===== src/rtl/rbf_pkg.sv =====
package rbf_pkg;
  typedef enum logic {
    BURST_IDLE = 1'b0,
    BURST_RUN  = 1'b1
  } burst_st_e;
endpackage


===== src/rtl/rbf_wrap_ptr.sv =====
module rbf_wrap_ptr #(
  parameter int DEPTH = 32,
  localparam int AW = $clog2(DEPTH)
) (
  input  logic          clk_i,
  input  logic          rst_ni,
  input  logic          inc_i,
  output logic [AW-1:0] ptr_o
);
  logic [AW-1:0] ptr_q;

  always_ff @(posedge clk_i or negedge rst_ni) begin
    if (!rst_ni)                            ptr_q <= '0;
    else if (inc_i && ptr_q == AW'(DEPTH-1)) ptr_q <= '0;
    else if (inc_i)                         ptr_q <= ptr_q + 1'b1;
  end

  assign ptr_o = ptr_q;

  AST_PTR_WRAP: assert property (@(posedge clk_i) disable iff (!rst_ni)
    (inc_i && ptr_q == AW'(DEPTH-1)) |=> (ptr_q == '0));
endmodule


===== src/rtl/rbf_store.sv =====
module rbf_store #(
  parameter int DEPTH = 32,
  parameter int DW    = 8,
  localparam int AW   = $clog2(DEPTH)
) (
  input  logic          clk_i,
  input  logic          rst_ni,
  input  logic          wr_en_i,
  input  logic [AW-1:0] wr_addr_i,
  input  logic [DW-1:0] wr_data_i,
  input  logic          rd_en_i,
  input  logic [AW-1:0] rd_addr_i,
  output logic          rd_valid_o,
  output logic [DW-1:0] rd_data_o
);
  logic [DW-1:0] mem_q [DEPTH];

  always_ff @(posedge clk_i) begin
    if (wr_en_i) mem_q[wr_addr_i] <= wr_data_i;
  end

  always_ff @(posedge clk_i or negedge rst_ni) begin
    if (!rst_ni) begin
      rd_valid_o <= 1'b0;
      rd_data_o  <= '0;
    end else begin
      rd_valid_o <= rd_en_i;
      if (rd_en_i) rd_data_o <= mem_q[rd_addr_i];
    end
  end
endmodule


===== src/rtl/rbf_pace.sv =====
module rbf_pace #(
  parameter int GAP = 10,
  localparam int GW = $clog2(GAP)
) (
  input  logic clk_i,
  input  logic rst_ni,
  input  logic run_i,
  output logic fire_o
);
  logic [GW-1:0] cnt_q;

  // fire immediately on entry, then every GAP cycles while running
  assign fire_o = run_i && (cnt_q == '0);

  always_ff @(posedge clk_i or negedge rst_ni) begin
    if (!rst_ni)     cnt_q <= '0;
    else if (!run_i) cnt_q <= '0;
    else if (fire_o) cnt_q <= GW'(GAP-1);
    else             cnt_q <= cnt_q - 1'b1;
  end

  AST_FIRE_SPACED: assert property (@(posedge clk_i) disable iff (!rst_ni)
    fire_o |=> !fire_o);
endmodule


===== src/rtl/rbf_rec_ctrl.sv =====
module rbf_rec_ctrl
  import rbf_pkg::*;
#(
  parameter int DEPTH = 32,
  localparam int CW   = $clog2(DEPTH+1)
) (
  input  logic          clk_i,
  input  logic          rst_ni,
  input  logic          delim_wr_i,
  input  logic          done_i,
  output logic [CW-1:0] pend_o,
  output logic          busy_o,
  output logic          run_o
);
  burst_st_e     st_q, st_d;
  logic [CW-1:0] pend_q, pend_d;
  logic          dec, stop;

  assign dec    = done_i && (pend_q != '0);
  assign pend_d = pend_q + CW'(delim_wr_i) - CW'(dec);
  assign stop   = (st_q == BURST_RUN) && done_i && (pend_d == '0);

  always_comb begin
    st_d = st_q;
    unique case (st_q)
      BURST_IDLE: if (pend_q != '0) st_d = BURST_RUN;
      BURST_RUN:  if (stop)         st_d = BURST_IDLE;
      default:                      st_d = BURST_IDLE;
    endcase
  end

  always_ff @(posedge clk_i or negedge rst_ni) begin
    if (!rst_ni) begin
      st_q   <= BURST_IDLE;
      pend_q <= '0;
    end else begin
      st_q   <= st_d;
      pend_q <= pend_d;
    end
  end

  assign pend_o = pend_q;
  assign busy_o = (st_q == BURST_RUN);
  // no read on the edge that ends the burst
  assign run_o  = busy_o && !stop;

  AST_PEND_STEP: assert property (@(posedge clk_i) disable iff (!rst_ni)
    (pend_q != $past(pend_q)) |-> (pend_q == $past(pend_q) + 1'b1 || pend_q == $past(pend_q) - 1'b1));
  AST_BURST_START: assert property (@(posedge clk_i) disable iff (!rst_ni)
    (!busy_o && pend_q != '0) |=> busy_o);
  AST_DONE_DEC: assert property (@(posedge clk_i) disable iff (!rst_ni)
    (done_i && !delim_wr_i && pend_q != '0) |=> (pend_q == $past(pend_q) - 1'b1));
  AST_BURST_STOP: assert property (@(posedge clk_i) disable iff (!rst_ni)
    (busy_o && done_i && !delim_wr_i && pend_q == CW'(1)) |=> !busy_o);
  AST_HOLD_BOTH: assert property (@(posedge clk_i) disable iff (!rst_ni)
    (delim_wr_i && done_i && pend_q != '0) |=> $stable(pend_q));
  AST_DONE_IGNORED: assert property (@(posedge clk_i) disable iff (!rst_ni)
    (done_i && !delim_wr_i && pend_q == '0) |=> (pend_q == '0));
endmodule


===== src/rtl/rec_burst_fifo.sv =====
module rec_burst_fifo #(
  parameter int DEPTH = 32,
  parameter int DW    = 8,
  parameter int GAP   = 10,
  localparam int AW   = $clog2(DEPTH),
  localparam int CW   = $clog2(DEPTH+1)
) (
  input  logic          clk_i,
  input  logic          rst_ni,
  input  logic          wr_en_i,
  input  logic [DW-1:0] wr_data_i,
  input  logic          done_i,
  output logic          rd_valid_o,
  output logic [DW-1:0] rd_data_o,
  output logic [CW-1:0] rec_pend_o,
  output logic          busy_o
);
  logic [AW-1:0] wr_ptr, rd_ptr;
  logic          delim_wr, run, fire;

  assign delim_wr = wr_en_i && (wr_data_i == '0);

  rbf_wrap_ptr #(.DEPTH(DEPTH)) i_wr_ptr (
    .clk_i(clk_i), .rst_ni(rst_ni), .inc_i(wr_en_i), .ptr_o(wr_ptr));

  rbf_wrap_ptr #(.DEPTH(DEPTH)) i_rd_ptr (
    .clk_i(clk_i), .rst_ni(rst_ni), .inc_i(fire), .ptr_o(rd_ptr));

  rbf_rec_ctrl #(.DEPTH(DEPTH)) i_ctrl (
    .clk_i(clk_i), .rst_ni(rst_ni), .delim_wr_i(delim_wr), .done_i(done_i),
    .pend_o(rec_pend_o), .busy_o(busy_o), .run_o(run));

  rbf_pace #(.GAP(GAP)) i_pace (
    .clk_i(clk_i), .rst_ni(rst_ni), .run_i(run), .fire_o(fire));

  rbf_store #(.DEPTH(DEPTH), .DW(DW)) i_store (
    .clk_i(clk_i), .rst_ni(rst_ni),
    .wr_en_i(wr_en_i), .wr_addr_i(wr_ptr), .wr_data_i(wr_data_i),
    .rd_en_i(fire), .rd_addr_i(rd_ptr),
    .rd_valid_o(rd_valid_o), .rd_data_o(rd_data_o));

  AST_READ_IN_BURST: assert property (@(posedge clk_i) disable iff (!rst_ni)
    rd_valid_o |-> $past(busy_o));
  AST_VALID_PULSE: assert property (@(posedge clk_i) disable iff (!rst_ni)
    rd_valid_o |=> !rd_valid_o);
endmodule


===== config.mk =====
export PLATFORM = sky130hd
export DESIGN_NAME = rec_burst_fifo
export DESIGN_NICKNAME = d
export VERILOG_FILES = /design/src/rtl/rbf_pkg.sv /design/src/rtl/rbf_wrap_ptr.sv /design/src/rtl/rbf_store.sv /design/src/rtl/rbf_pace.sv /design/src/rtl/rbf_rec_ctrl.sv /design/src/rtl/rec_burst_fifo.sv
export SDC_FILE = /design/constraint.sdc
export NUM_CORES = 1
export LEC_CHECK = 0
export ABC_AREA = 1
export BUFFER_PORTS_ARGS = -buffer_cell sky130_fd_sc_hd__clkbuf_2
export CELL_PAD_IN_SITES_DETAIL_PLACEMENT = 1
export CELL_PAD_IN_SITES_GLOBAL_PLACEMENT = 2
export CORE_MARGIN = 1
export CORE_UTILIZATION = 45
export CTS_CLUSTER_SIZE = 20
export DETAILED_ROUTE_END_ITERATION = 8
export PLACE_DENSITY = 0.8
export SYNTH_ARGS = -nofsm -noshare
export SYNTH_HDL_FRONTEND = slang
export SYNTH_SLANG_ARGS = --single-unit

===== constraint.sdc =====
create_clock -name clk_i -period 8.6 [get_ports clk_i]
set_input_delay 1.29 -clock clk_i [delete_from_list [all_inputs] [get_ports clk_i]]
set_output_delay 1.29 -clock clk_i [all_outputs]
set_load 0.005 [all_outputs]

Word level (Yosys, flattened, before mapping) --
Memory sizes are Yosys's and may differ from the RTL's. A register that Yosys moved wholly into a read port is not among the register bits. Cells that the tools add are included.
Storage, ports and cells: register bits after elaboration 22, latch bits 0, bits in writable memories 256, memory bits (read-only) 0, bits of input ports 12, output and inout port bits 16, logic and storage cells 42, memories 1
Memories:
- i_store.mem_q | depth 32, bits a word 8, rd ports 1, clocked after memory_dff 1, write ports 1, RTL line rbf_store.sv:16 | logic [DW-1:0] mem_q [DEPTH];
Operators by class: add/subtract/negate cells 5, multiply operators 0, div/mod/pow operators 0, order comparisons 0, eq/ne operators 2, shift operators 0, multiplexer cells 11, bitwise gates (word level) 1, reduce and logical (&&, ||, !) cells 16
Operators by type and width (number):
- $mux 5 | 4
- $add 5x1->5 const B | 2
- $eq 5x5->1 const B | 2
- $logic_and 1x1->1 | 8
- $logic_not 8->1 | 1
- $mux 4 | 2
- $add 6x1->6 | 1
- $logic_not 6->1 | 1
- $reduce_bool 6->1 | 1
- $sub 6x1->6 | 1
- $logic_not 4->1 | 1
- $mux 1 | 4
- $reduce_bool 2->1 | 2
- $sub 4x1->4 const B | 1
- $logic_not 1->1 | 2
- $pmux 1 s2 | 1
- $not 1->1 | 1

Logic depth before layout (Yosys ltp) --
depth in word-level cells 11, mapped depth 22, depth with buffers taken out 21

By module --
From an unflattened synthesis, not the netlist that was laid out.
Unflattened totals: cells, all modules 1084, area, all modules 12112.9 um2
By module, submodules not included:
- rbf_store | times used 1, cells an instance 925, area an instance 10790.3 um2, sequential area each 7912.6 um2
- rbf_wrap_ptr | times used 2, cells an instance 28, area an instance 272.8 um2, sequential area each 125.1 um2
- rbf_rec_ctrl | times used 1, cells an instance 69, area an instance 539.3 um2, sequential area each 175.2 um2
- rbf_pace | times used 1, cells an instance 27, area an instance 206.4 um2, sequential area each 100.1 um2
- rec_burst_fifo | times used 1, cells an instance 7, area an instance 31.3 um2, sequential area each 0.0 um2

Least setup slack after synthesis --
No wires, ideal clock.
kind input to register, from input wr_data_i[3], to register i_store.rd_data_o[0], read port of i_store.mem_q, setup time 0.116 ns, data arrival time 3.348 ns, required time 8.484 ns, setup slack 5.136 ns, stages on the path 16, buffers on the path 1, cells stage by stage nor4_1 -> nand2_1 -> nor4_1 -> ha_1 -> inv_1 -> fa_1 -> nand3b_1 -> nor2_1 -> nand3_1 -> nor2_2 -> nand2_1 -> nand3_2 -> inv_2 -> buf_6 -> nand2_1 -> nand2_1
Between the ends: longest elaborated chain between the ends 9
Ends and longest elaborated chain:
- start: declaration | RTL line rec_burst_fifo.sv:11 | input logic [DW-1:0] wr_data_i,
- $logic_not 8->1 | RTL line rec_burst_fifo.sv:21 | assign delim_wr = wr_en_i && (wr_data_i == '0);
- $logic_and 1x1->1 | RTL line rec_burst_fifo.sv:21
- $add 6x1->6 | RTL line rbf_rec_ctrl.sv:20 | assign pend_d = pend_q + CW'(delim_wr_i) - CW'(dec);
- $sub 6x1->6 | RTL line rbf_rec_ctrl.sv:20
- $logic_not 6->1 | RTL line rbf_rec_ctrl.sv:21 | assign stop = (st_q == BURST_RUN) && done_i && (pend_d == '0);
- $logic_and 1x1->1 | RTL line rbf_rec_ctrl.sv:21
- $logic_not 1->1 | RTL line rbf_rec_ctrl.sv:45 | assign run_o = busy_o && !stop;
- $logic_and 1x1->1 | RTL line rbf_rec_ctrl.sv:45
- $logic_and 1x1->1 | RTL line rbf_pace.sv:13 | assign fire_o = run_i && (cnt_q == '0);
- net fire | RTL line rec_burst_fifo.sv:19 | logic delim_wr, run, fire;
- end: declaration | RTL line rbf_store.sv:14 | output logic [DW-1:0] rd_data_o
The timed path passes the listed nets, and every way through them passes these cells. A chain may end at the register's enable or synchronous reset.

Worst setup path after layout --
from input wr_data_i[3], to register i_rd_ptr.ptr_q[1], in the netlist i_rd_ptr.ptr_o[1]
Between the ends: longest elaborated chain between the ends 11, elaborated cells on any way between the ends 12, classes of those cells 2 x add/sub; 1 x mux; 9 x reduce/logical
Ends and longest elaborated chain:
- $logic_not 8->1 * | RTL line rec_burst_fifo.sv:21
- $logic_and 1x1->1 * | RTL line rec_burst_fifo.sv:21
- $add 6x1->6 * | RTL line rbf_rec_ctrl.sv:20
- $sub 6x1->6 * | RTL line rbf_rec_ctrl.sv:20
- net i_ctrl.pend_d[4] | RTL line rbf_rec_ctrl.sv:16 | logic [CW-1:0] pend_q, pend_d;
- $logic_not 6->1 * | RTL line rbf_rec_ctrl.sv:21
- $logic_and 1x1->1 * | RTL line rbf_rec_ctrl.sv:21
- $logic_not 1->1 * | RTL line rbf_rec_ctrl.sv:45
- $logic_and 1x1->1 * | RTL line rbf_rec_ctrl.sv:45
- $logic_and 1x1->1 * | RTL line rbf_pace.sv:13
- $logic_and 1x1->1 | RTL line rbf_wrap_ptr.sv:14 | else if (inc_i && ptr_q == AW'(DEPTH-1)) ptr_q <= '0;
- $mux 5 / $reduce_bool 2->1 (equally long branches)
- end signal: assignment | RTL line rbf_wrap_ptr.sv:15 | else if (inc_i) ptr_q <= ptr_q + 1'b1;
- end: declaration | RTL line rbf_wrap_ptr.sv:10 | logic [AW-1:0] ptr_q;
The timed path passes the listed nets; every way through them passes the cells marked *.

==> metrics.md <==
| Metric | Value |
|---|---|
| Fin worst setup slack | around 4500 ps |
| Site Rows | between 50 and 60 |
| Hold_sp | i_pace.cnt_q[0] |
| Cell variety after synth | 32 |
| CTS tree | done |
| CTS Root Buffer Type | clkbuf_16 |
| Initial DRC Count | between 500 and 600 |
| Area Growth Syn to Fin | 10.2% |
| Worst-Margin Slew | roughly 1100 ps |
| Cell count after placement | between 1000 and 1500 |
| PwrDens | approximately 340 nW/µm² |
| Count of final max-slew check failures | 0 |
| IO Port Bufs | 27 |
| Detailed Routing Iterations Pass 1 | 5 |
| Post-synthesis xor/xnor area fraction | 0.00361 |
| Lkg Pwr | 4.91 nW |
| Crit path max-delay family | simple AND/OR/NAND/NOR gates |
| Worst EP arrival | about 4600 ps |
| Complex-gate fraction of the synthesized area | 0.0595 |
| Routed vias | between 7000 and 8000 |
| Syn Nets | 1117 |
| DRT Wirelength | ~30000 µm |
| CP max stage delay | roughly 440 ps |
| Critical-path maximum fanout | 33 |
| Vias/cell | ~5.4 |
| Vias in the first global route | around 8000 |
| Fraction of registers with async set/reset | 0.105 |
| GRT overflow | 0 |
| Area of the multi-input gates | 3180 µm² |
| Reg2reg setup slack | ~5100 ps |
| Avg Cell Area, Syn | between 10 and 15 µm² |
| CTS HTree Levels | 1 |
| Crit-path most repeated cell | nand2_1 |
| Share of cells above drive strength 1 | 0.0795 |
| Post-DRT Antenna Nets | 0 |
| Clock slew at reported path FFs | roughly 60 ps |
| Die Y | roughly 170 µm |
| Cell count after synthesis | 1088 |
| Postcts setup bufs | 0 |
| Residual DRC | 0 |
| Worst Hold Path Cells | 1 |
| Period utilization | 0.480 |
| Global-route wire length before repair | about 47000 µm |
| Post-Syn Area | 12100 µm² |
| N_diodes | 0 |
| Sequential area share after synthesis | 0.696 |
| Status | complete, no violations |
| Mean routed wirelength per cell | between 20 and 25 µm |
| Final setup TNS | 0 ps |
| Initial antenna violation count | 0 |
| Synth warn | 0 |
| Register area | 8440 µm² |
| Die ar. | roughly 28000 µm² |
| Clk sinks | about 290 |
| # fillers | 2780 |
| # IOs | 28 |
| Mux cell area share after synthesis | 0 |
| Synth Area in Simple Gates | 0.181 |
| # setup viols final | 0 |
| Slowest CP cell | clkbuf_2 |
| Commonest cells after routing, fill and taps aside | nor2_1, edfxtp_1, nand2_1 |
| Area post-placement | approximately 12000 µm² |
| Post-synthesis register bit count | 286 |
| Leading cell type in the layout, fill and taps excluded | nor2_1 |
| Crit path required time | around 9000 ps |
| Fin cells | 1454 |
| Post-synth EDFFs | between 200 and 300 |
| Worst-case clock buffer depth | 3 |
| Hold EP | i_pace.cnt_q[0] |
| R2r startpoint | i_ctrl.pend_o[2] |
| Core ar. | ~26000 µm² |
| Largest family of logic cells by synthesized area | simple AND/OR/NAND/NOR gates |
| Fin crit period | just over 4000 ps |
| Largest net degree at the start of global routing | 86 |
| Post-CTS Resized | 0 |
| Final Hold Vio Count | 0 |
| Buf/Inv on CP | 4 |
| Clk_skew | just over 10 ps |
| Initial Utilization | 0.462 |
| Worst slack, placed | 3860 ps |
| Synth Area in Adders | 0.0182 |
| Worst setup path category | input pin to flop |
| Slew headroom | 0.283 |
| DP HPWL | approximately 17000 µm |
| Layout Utilization | 0.510 |
| Crit start category | input pin |
| Clock Latency Late Sink | 550 ps |
| CTS buffer count | 30 |
| Crit-path cells | clkbuf_2, nor4_1, nand2_1, nor4_1, ha_1, inv_1, fa_1, inv_1, nand3_1, nand2_1, nand2_1, nand2_1, nor2_2, nand2_1, nand3_2, inv_2, nand2_1, o21ai_2 |
| Total GRT Usage | 0.227 |
| Hold Path Class | flop to flop |
| Most used DFF post-synth | edfxtp_1 |
| Worst Reg-to-Reg Cells | 21 |
| Pwr Total | 4.53 mW |
| Routability cong. | 0.776 |
| RR Endpoint | i_rd_ptr.ptr_o[1] |
| Final net count | around 1100 |
| Setup crit end kind | flop |
| Hold-fix buffers, CTS | 0 |
| Max VDD drop | 0.191 mV |
| RSZ-0062 raised after global routing | no |
| Die X-Extent | between 150 and 200 µm |
| Hold_ws | about 460 ps |
| MaxCap Viol Count | 0 |
| Final Cell Area | 13400 µm² |
| Max Clock Freq | about 240 MHz |
-- cell type report --
cell class,instances,share of cell area
Timing Repair Buffer,35,0.0146
Sequential cell,286,0.632
Multi-Input combinational cell,699,0.238
Clock inverter,7,0.00234
Clock buffer,46,0.0684
Inverter,46,0.0131
Tap cell,335,0.0314
-- synth_stat cells, types with 2 or more instances --
library cell	instances	area, µm²
ha_1	16	200
nor3_1	4	20.0
nor2_1	265	995
xor2_1	3	26.3
buf_2	19	95.1
o21ai_0	102	510
nor4_1	2	12.5
clkbuf_1	15	56.3
nand2_1	165	619
buf_6	6	67.6
buf_4	11	82.6
a21oi_1	5	25.0
nand3_1	102	510
o21ai_1	11	55.1
nand4_1	2	12.5
buf_1	6	22.5
dfrtp_1	30	751
o211ai_1	12	90.1
xnor2_1	2	17.5
edfxtp_1	256	7690
inv_1	40	150
inv_2	4	15.0
-- cell families after synthesis --
logic type / Yosys count
AO/OA/AOI/OAI: 134
XOR/XNOR: 5
adder cells (fa/ha/maj): 17
buffers and inverters: 103
flip-flops: 286
AND/OR/NAND/NOR: 543
-- metal layers --
layer | global-route usage | up-vias | routed length, µm
met5 | 0 | - | 0
met4 | 0.0549 | 0 | 520
met3 | 0.0279 | 37 | 1310
met2 | 0.366 | 155 | 14000
met1 | 0.330 | 3855 | 14300
li1 | - | 3752 | -
-- report_power, final --
group | internal, mW | leakage (nW) | total, mW | switching [mW]
combinational | 0.453 | 1.77 | 1.56 | 1.11
sequential | 1.65 | 2.67 | 1.74 | 0.0871
clock | 0.723 | 0.467 | 1.23 | 0.510
-- flip-flops by register name, indices dropped and copies added (netlist names) --
name	cells
i_store.rd_data_o	8
i_ctrl.pend_o	6
i_pace.cnt_q	4
i_ctrl.busy_o	1
i_store.mem_q	256
i_rd_ptr.ptr_o	5
i_wr_ptr.ptr_o	5
i_store.rd_valid_o	1
-- worst reg2reg max path: stages, from the launching register on --
cell	delay, ps
dfrtp_1	410
inv_1	100
ha_1	160
nand2_1	70
nor3_1	310
nor2_1	80
ha_1	270
inv_1	60
ha_1	190
inv_1	80
fa_1	410
inv_1	80
nand3_1	80
nand2_1	80
nand2_1	50
nand2_1	90
nor2_2	60
nand2_1	80
nand3_2	280
inv_2	300
nand2_1	90
o21ai_2	60
-- how the worst max path moves through the flow --
stage | start | endpoint | slack [ps] | cells after the start
floorplan | wr_data_i[3] | i_store.rd_data_o[0] | 5140 | 16
global placement | wr_data_i[3] | i_rd_ptr.ptr_o[1] | 3960 | 16
detailed placement | wr_data_i[3] | i_rd_ptr.ptr_o[1] | 3860 | 16
CTS | wr_data_i[3] | i_rd_ptr.ptr_o[1] | 4450 | 18
global route | wr_data_i[3] | i_store.rd_data_o[1] | 4010 | 18
finish | wr_data_i[3] | i_rd_ptr.ptr_o[1] | 4480 | 18
Note: power is estimated with default switching activity, not from simulation.
